[src/rtl/otp_spi_pkg.sv]
package otp_spi_pkg;
   typedef enum logic [2:0] {
      PH_OPC,
      PH_STAT,
      PH_IDENT,
      PH_ADDR,
      PH_DATA,
      PH_SKIP
   } phase_t;

   localparam logic [7:0] OPC_MASK  = 8'hF7;
   localparam logic [7:0] OPC_STAT  = 8'h05;
   localparam logic [7:0] OPC_IDENT = 8'h15;
   localparam logic [7:0] OPC_PROG  = 8'h99;
   localparam logic [7:0] STAT_BYTE = 8'h8C;
   localparam logic [7:0] MFR_BYTE  = 8'h1C;
   localparam logic [7:0] DEV_BYTE  = 8'h83;
endpackage

[src/rtl/otp_spi_sync.sv]
module otp_spi_sync #(
   parameter int   STAGES  = 2,
   parameter logic RST_VAL = 1'b0
) (
   input  logic clk,
   input  logic rst_n,
   input  logic d,
   output logic q,
   output logic q_d
);
   logic [STAGES:0] pipe;

   assign pipe[0] = d;

   generate
      for (genvar g = 1; g <= STAGES; g++) begin : g_stage
         always_ff @(posedge clk or negedge rst_n) begin
            if (!rst_n) pipe[g] <= RST_VAL;
            else        pipe[g] <= pipe[g-1];
         end
      end
   endgenerate

   assign q = pipe[STAGES];

   always_ff @(posedge clk or negedge rst_n) begin
      if (!rst_n) q_d <= RST_VAL;
      else        q_d <= q;
   end
endmodule

[src/rtl/otp_spi_array.sv]
module otp_spi_array #(
   parameter int DEPTH = 256,
   localparam int IDX_W = $clog2(DEPTH)
) (
   input  logic             clk,
   input  logic             rst_n,
   input  logic             we,
   input  logic [IDX_W-1:0] widx,
   input  logic [7:0]       wdata,
   input  logic [IDX_W-1:0] ridx,
   output logic [7:0]       rdata
);
   logic [7:0] cells [DEPTH];

   always_ff @(posedge clk or negedge rst_n) begin
      if (!rst_n) begin
         for (int i = 0; i < DEPTH; i++) cells[i] <= 8'hFF;
      end else if (we) begin
         cells[widx] <= cells[widx] & wdata;
      end
   end

   assign rdata = cells[ridx];
endmodule

[src/rtl/otp_spi_cmd.sv]
module otp_spi_cmd
   import otp_spi_pkg::*;
#(
   parameter int ADDR_W = 24,
   localparam int CNT_W = $clog2(ADDR_W)
) (
   input  logic              clk,
   input  logic              rst_n,
   input  logic              cs_high,
   input  logic              cs_fall,
   input  logic              sck_rise,
   input  logic              sck_fall,
   input  logic              si_s,
   input  logic              held,
   output logic              armed,
   output logic              so,
   output logic              so_oe,
   output logic              pg_we,
   output logic [ADDR_W-1:0] pg_addr,
   output logic [7:0]        pg_data
);
   phase_t            phase;
   logic [CNT_W-1:0]  cnt;
   logic [7:0]        sh8;
   logic [ADDR_W-1:0] addr;
   logic              started;
   logic [2:0]        oidx;
   logic              second;
   logic [7:0]        obyte;
   logic [7:0]        sh_nx;

   assign sh_nx = {sh8[6:0], si_s};
   assign obyte = (phase == PH_STAT) ? STAT_BYTE : (second ? DEV_BYTE : MFR_BYTE);
   assign so    = obyte[oidx];

   always_ff @(posedge clk or negedge rst_n) begin
      if (!rst_n) begin
         phase   <= PH_OPC;
         cnt     <= '0;
         sh8     <= '0;
         addr    <= '0;
         armed   <= 1'b0;
         started <= 1'b0;
         oidx    <= 3'd7;
         second  <= 1'b0;
         so_oe   <= 1'b0;
         pg_we   <= 1'b0;
         pg_addr <= '0;
         pg_data <= '0;
      end else begin
         pg_we <= 1'b0;
         if (cs_high) begin
            phase   <= PH_OPC;
            cnt     <= '0;
            armed   <= 1'b0;
            started <= 1'b0;
            second  <= 1'b0;
            so_oe   <= 1'b0;
         end else begin
            if (cs_fall) armed <= 1'b1;
            so_oe <= started & ~held;
            if (armed && !held && sck_rise) begin
               unique case (phase)
                  PH_OPC: begin
                     sh8 <= sh_nx;
                     if (cnt == CNT_W'(7)) begin
                        cnt <= '0;
                        if ((sh_nx & OPC_MASK) == OPC_STAT)       phase <= PH_STAT;
                        else if ((sh_nx & OPC_MASK) == OPC_IDENT) phase <= PH_IDENT;
                        else if (sh_nx == OPC_PROG)               phase <= PH_ADDR;
                        else                                      phase <= PH_SKIP;
                     end else begin
                        cnt <= cnt + 1'b1;
                     end
                  end
                  PH_ADDR: begin
                     addr <= {addr[ADDR_W-2:0], si_s};
                     if (cnt == CNT_W'(ADDR_W-1)) begin
                        cnt   <= '0;
                        phase <= PH_DATA;
                     end else begin
                        cnt <= cnt + 1'b1;
                     end
                  end
                  PH_DATA: begin
                     sh8 <= sh_nx;
                     if (cnt == CNT_W'(7)) begin
                        cnt     <= '0;
                        pg_we   <= 1'b1;
                        pg_addr <= addr;
                        pg_data <= sh_nx;
                        addr    <= addr + 1'b1;
                     end else begin
                        cnt <= cnt + 1'b1;
                     end
                  end
                  default: ;
               endcase
            end
            if (armed && !held && sck_fall &&
                (phase == PH_STAT || phase == PH_IDENT)) begin
               if (!started) begin
                  started <= 1'b1;
                  oidx    <= 3'd7;
                  second  <= 1'b0;
               end else if (oidx == 3'd0) begin
                  oidx   <= 3'd7;
                  second <= ~second;
               end else begin
                  oidx <= oidx - 1'b1;
               end
            end
         end
      end
   end
endmodule

[src/rtl/otp_spi_slave.sv]
module otp_spi_slave #(
   parameter int ADDR_W      = 24,
   parameter int DEPTH       = 256,
   parameter int SYNC_STAGES = 2,
   localparam int IDX_W      = $clog2(DEPTH)
) (
   input  logic              clk,
   input  logic              rst_n,
   input  logic              cs_n,
   input  logic              sck,
   input  logic              si,
   input  logic              hold_n,
   output logic              so,
   output logic              so_oe,
   output logic              idle_hi,
   output logic              pg_we,
   output logic [ADDR_W-1:0] pg_addr,
   output logic [7:0]        pg_data,
   input  logic [IDX_W-1:0]  rd_idx,
   output logic [7:0]        rd_data
);
   generate
      if ((DEPTH & (DEPTH - 1)) != 0 || DEPTH < 2) begin : g_bad_depth
         $error("DEPTH must be a power of two of at least 2");
      end
      if (ADDR_W < IDX_W || ADDR_W < 8) begin : g_bad_addr
         $error("ADDR_W must cover the array index and be at least 8");
      end
      if (SYNC_STAGES < 1) begin : g_bad_sync
         $error("SYNC_STAGES must be at least 1");
      end
   endgenerate

   logic s_csn, p_csn, s_sck, p_sck, s_si, p_si, s_hold, p_hold;
   logic cs_fall, sck_rise, sck_fall, held, cmd_armed;

   otp_spi_sync #(.STAGES(SYNC_STAGES), .RST_VAL(1'b0)) u_sync_cs (
      .clk(clk), .rst_n(rst_n), .d(cs_n), .q(s_csn), .q_d(p_csn));
   otp_spi_sync #(.STAGES(SYNC_STAGES), .RST_VAL(1'b0)) u_sync_sck (
      .clk(clk), .rst_n(rst_n), .d(sck), .q(s_sck), .q_d(p_sck));
   otp_spi_sync #(.STAGES(SYNC_STAGES), .RST_VAL(1'b0)) u_sync_si (
      .clk(clk), .rst_n(rst_n), .d(si), .q(s_si), .q_d(p_si));
   otp_spi_sync #(.STAGES(SYNC_STAGES), .RST_VAL(1'b1)) u_sync_hold (
      .clk(clk), .rst_n(rst_n), .d(hold_n), .q(s_hold), .q_d(p_hold));

   assign cs_fall  = p_csn & ~s_csn;
   assign sck_rise = s_sck & ~p_sck;
   assign sck_fall = ~s_sck & p_sck;

   always_ff @(posedge clk or negedge rst_n) begin
      if (!rst_n) begin
         held    <= 1'b0;
         idle_hi <= 1'b0;
      end else begin
         if (s_csn)       held <= 1'b0;
         else if (!s_sck) held <= ~s_hold;
         if (cs_fall) idle_hi <= s_sck;
      end
   end

   otp_spi_cmd #(.ADDR_W(ADDR_W)) u_cmd (
      .clk(clk), .rst_n(rst_n), .cs_high(s_csn), .cs_fall(cs_fall),
      .sck_rise(sck_rise), .sck_fall(sck_fall), .si_s(s_si), .held(held),
      .armed(cmd_armed), .so(so), .so_oe(so_oe), .pg_we(pg_we),
      .pg_addr(pg_addr), .pg_data(pg_data));

   otp_spi_array #(.DEPTH(DEPTH)) u_array (
      .clk(clk), .rst_n(rst_n), .we(pg_we), .widx(pg_addr[IDX_W-1:0]),
      .wdata(pg_data), .ridx(rd_idx), .rdata(rd_data));

   logic unused_ok;
   assign unused_ok = &{1'b0, p_si, p_hold};
endmodule

[config.mk]
export PLATFORM = sky130hd
export DESIGN_NAME = otp_spi_slave
export DESIGN_NICKNAME = d
export VERILOG_FILES = /design/src/rtl/otp_spi_pkg.sv /design/src/rtl/otp_spi_sync.sv /design/src/rtl/otp_spi_array.sv /design/src/rtl/otp_spi_cmd.sv /design/src/rtl/otp_spi_slave.sv
export SDC_FILE = /design/constraint.sdc
export NUM_CORES = 2
export LEC_CHECK = 0
export BUFFER_PORTS_ARGS = -buffer_cell sky130_fd_sc_hd__buf_2
export CAP_MARGIN = 25
export CORE_AREA = 4 4 461 463
export CTS_BUF_LIST = sky130_fd_sc_hd__clkbuf_4 sky130_fd_sc_hd__clkbuf_8 sky130_fd_sc_hd__clkbuf_16
export DETAILED_ROUTE_END_ITERATION = 8
export DIE_AREA = 0 0 465 467
export PLACE_DENSITY = 0.73
export SLEW_MARGIN = 20
export SYNTH_ARGS = -nofsm -noshare
export SYNTH_HDL_FRONTEND = slang
export SYNTH_SLANG_ARGS = --single-unit
export TNS_END_PERCENT = 1
[constraint.sdc]
create_clock -name clk -period 4.1 [get_ports clk]
set_input_delay 0.82 -clock clk [delete_from_list [all_inputs] [get_ports clk]]
set_output_delay 0.82 -clock clk [all_outputs]
set_load 0.05 [all_outputs]
==> metrics.txt <==
Max IR drop VDD=0.422 mV; WL final=396 mm; Cells after Synth=10.4k; worst slack at placement=-0.819 ns; layout cell share with drive strength beyond 1=0.410; DR pass1 iterations=6; Max H-tree Level=4; first-pass GRT wire length=590 mm; die width=465 um; unrepaired setup endpoints after global routing=true; CP Capture Type=output pin; Worst EP arrival=3.75 ns; Post-synth ARST share=1.00; CP Launch Type=primary input; Net Sw Power=10.2 mW; Tmin final=4.57 ns; die area=217000 um2; clock group share of total power=0.481; Final Hold Fails=0; PwrDens=343 nW/um2; Reg power frac=0.474; worst setup margin=-0.471 ns; Root Buffer=clkbuf_16; Worst-path clk slew=0.06 ns; number of DRC markers in iteration 0=12.0k; CP Class=in -> out; post-DP HPWL=272 mm; cts bufs inserted=222; vias in the first global route=90.2k; max cap viols=0; gpl congestion=0.973; crit path max fanout=35; internal cell power=34.6 mW; core area=209000 um2; Syn Area/Cell=10.9 um2; post-layout util=0.626; Pleak=44.9 nW; Clk Latency, worst-skew pair=0.92 ns; Yosys Warn Count=0; DRT antenna net count=0; Combinational Power Share=0.045; # DRC=0; Die Ht=467 um; Slew HR=0.146; Final Total Pwr=44.9 mW; initial antenna violation count=28; Core Rows=168; Nets=10.6k; CTS Sinks=2139; syn nets=10.5k; dominant synthesized flop cell=dfstp_2; vias per cell=6.76; Post-Syn Area=114000 um2; CTS tree=yes; Sw Share=0.228; Slew @ Worst Pin=1.28 ns; Bufs on Longest Clock Path=3; largest net degree at the start of global routing=106; register area share after synthesis=0.493; Initial Utilization=0.546; PortBufs=57; vias=92.1k; Required @ worst endpoint=3.28 ns; Slew Viols, Final=0; area delta synth->final=14.7%; Cell variety after synth=78; final setup fails=8; # IOs=58; setup TNS=-2.31 ns; violated checks=setup timing; GRT Total Usage=0.360; status=finished with violations; count of flip-flops with a built-in enable after synthesis=0; GRT Residual Overflow=0; clock skew=0.0465 ns; #FFs+latches synth=2139; FMAX=219 MHz; HP Class=in -> reg; post-route clock period utilization=1.11; wire per inst=29.1 um
## synthesized netlist by cell type, drive strengths merged (4+ instances only)
library cell	number	share of area
o311ai	11	0.0014
clkbuf	603	0.020
a41oi	16	0.0012
o21bai	17	0.0011
inv	19	0.00063
o21ai	2083	0.092
nand2	2682	0.088
a211oi	10	0.00066
o211ai	11	0.0011
nor2	97	0.0034
ha	4	0.00044
o41ai	9	0.00069
and3b	4	0.00031
and2	24	0.0013
a31oi	107	0.0059
nand4	76	0.0042
nand4b	5	0.00038
buf	319	0.016
nor4	7	0.00038
and3	102	0.0056
dfrtp	86	0.019
nor3b	7	0.00046
dfstp	2053	0.47
mux2i	505	0.044
a221oi	92	0.0071
nand3b	6	0.00040
nor3	62	0.0031
mux2	83	0.0082
o22ai	51	0.0028
or2	11	0.00060
o22a	4	0.00031
nand2b	12	0.00066
a22oi	149	0.0098
mux4	868	0.17
a21oi	66	0.0029
a21o	9	0.00059
nand3	115	0.0051
a22o	8	0.00062
nor2b	14	0.00077
## flip-flops by register name, indices dropped and copies added, names as in the netlist, 3 cells and up
signal / flops
u_cmd.oidx: 3
u_cmd.addr: 24
u_cmd.phase: 3
u_cmd.pg_data: 8
u_cmd.sh8: 7
u_cmd.pg_addr: 24
u_cmd.cnt: 5
u_array.cells: 2048
## layout make-up
| cell class | count | area, um2 |
|---|---|---|
| clock inverter | 82 | 1000 |
| sequential | 2139 | 56100 |
| multi-input combinational | 7367 | 54400 |
| fill | 15900 | 78000 |
| tap | 2805 | 3510 |
| clock buffer | 332 | 6820 |
| timing repair buffer | 851 | 8730 |
| inverter | 20 | 75.1 |
| antenna | 18 | 45.0 |
## what timing repair did
| action | 4_1_cts | 5_1_grt |
|---|---|---|
| hold endpoints to repair | 1 | 0 |
| buffers inserted | 8 | 59 |
| gates cloned | 1 | 5 |
| endpoints found under the setup margin | 19 | 397 |
| resized for setup | 55 | 93 |
| hold buffers | 1 | 0 |
| pin swaps | 12 | 29 |
## through the flow
stage	area (um2)	hold slack [ns]	std cells
3_5_place_dp	122000	0.342	13100
6_report	131000	0.0477	13600
3_3_place_gp	122000	0.333	13100
5_1_grt	131000	0.0144	13600
2_1_floorplan	114000	0.331	10400
4_1_cts	130000	0.0102	13500
## cell usage in the layout, fill, tap and decap left out, drive strengths merged, types with 11 or more instances in the layout
master,Yosys,final
a221oi,92,92
nor2b,14,14
and2,24,24
mux2i,505,505
nor3,62,62
mux2,83,83
nand4,76,76
bufinv,0,18
a31oi,107,107
a21oi,66,66
or2,11,11
o21ai,2083,2083
buf,319,843
inv,19,26
mux4,868,868
nand2,2682,2682
o21bai,17,17
dfstp,2053,2053
nand2b,12,12
clkbuf,603,338
and3,102,102
o311ai,11,11
clkinv,1,50
diode,0,18
nor2,97,97
nand3,115,115
dfrtp,86,86
o211ai,11,11
a22oi,149,149
o22ai,51,51
a41oi,16,16
## power groups by stage
stage	Clock, mW	Sequential (mW)	Combinational [mW]
finish	21.6	21.3	2.03
global route	22.6	21.3	2.14
CTS	21.7	21.3	1.92
detailed placement	0	21.6	1.88
global placement	0	21.6	1.85
floorplan	0	21.6	0.752
## path summary, 6_finish.rpt
check,startpoint,to,slack [ns],cells past startpoint
min in group asynchronous,rst_n,u_array.cells[478],0.43,1
worst min-delay path,hold_n,u_sync_hold.pipe[1],0.05,1
worst max register to register,u_cmd.pg_addr[0],u_array.cells[822],0.02,7
worst max-delay path,rd_idx[1],rd_data[1],-0.47,11
max in group asynchronous,rst_n,u_array.cells[1010],2.72,2
worst min register to register,u_sync_cs.pipe[1],u_sync_cs.q,0.35,0
## layer usage
layer | track usage | vias to the layer above | routed length, um
li1 | - | 38300 | -
met1 | 0.466 | 46400 | 143000
met2 | 0.534 | 5963 | 176000
met3 | 0.113 | 1373 | 48300
met4 | 0.216 | 18 | 28500
met5 | 0 | - | 130
## cells by family (layout without fill, tap and decap cells)
logic type / after synthesis / count (layout) / share of synthesized area
AO/OA/AOI/OAI: 2662 / 2662 / 0.129
other: 0 / 18 / 0
flip-flops: 2139 / 2139 / 0.493
XOR/XNOR: 4 / 4 / 0.000308
AND/OR/NAND/NOR: 3241 / 3241 / 0.116
buffers and inverters: 942 / 1285 / 0.0368
multiplexers: 1456 / 1456 / 0.224
adder cells (fa/ha/maj): 4 / 4 / 0.000439
## critical path, cell delays in order
cell and delay [ns]:
buf_8 0.14, buf_12 0.26, buf_6 0.21, mux4_2 0.24, mux2i_4 0.09, a22oi_2 0.59
buf_4 0.22, nand4_1 0.15, or2_4 0.35, nor3_4 0.44, buf_12 0.20
Power figures use the tool's default switching activity.
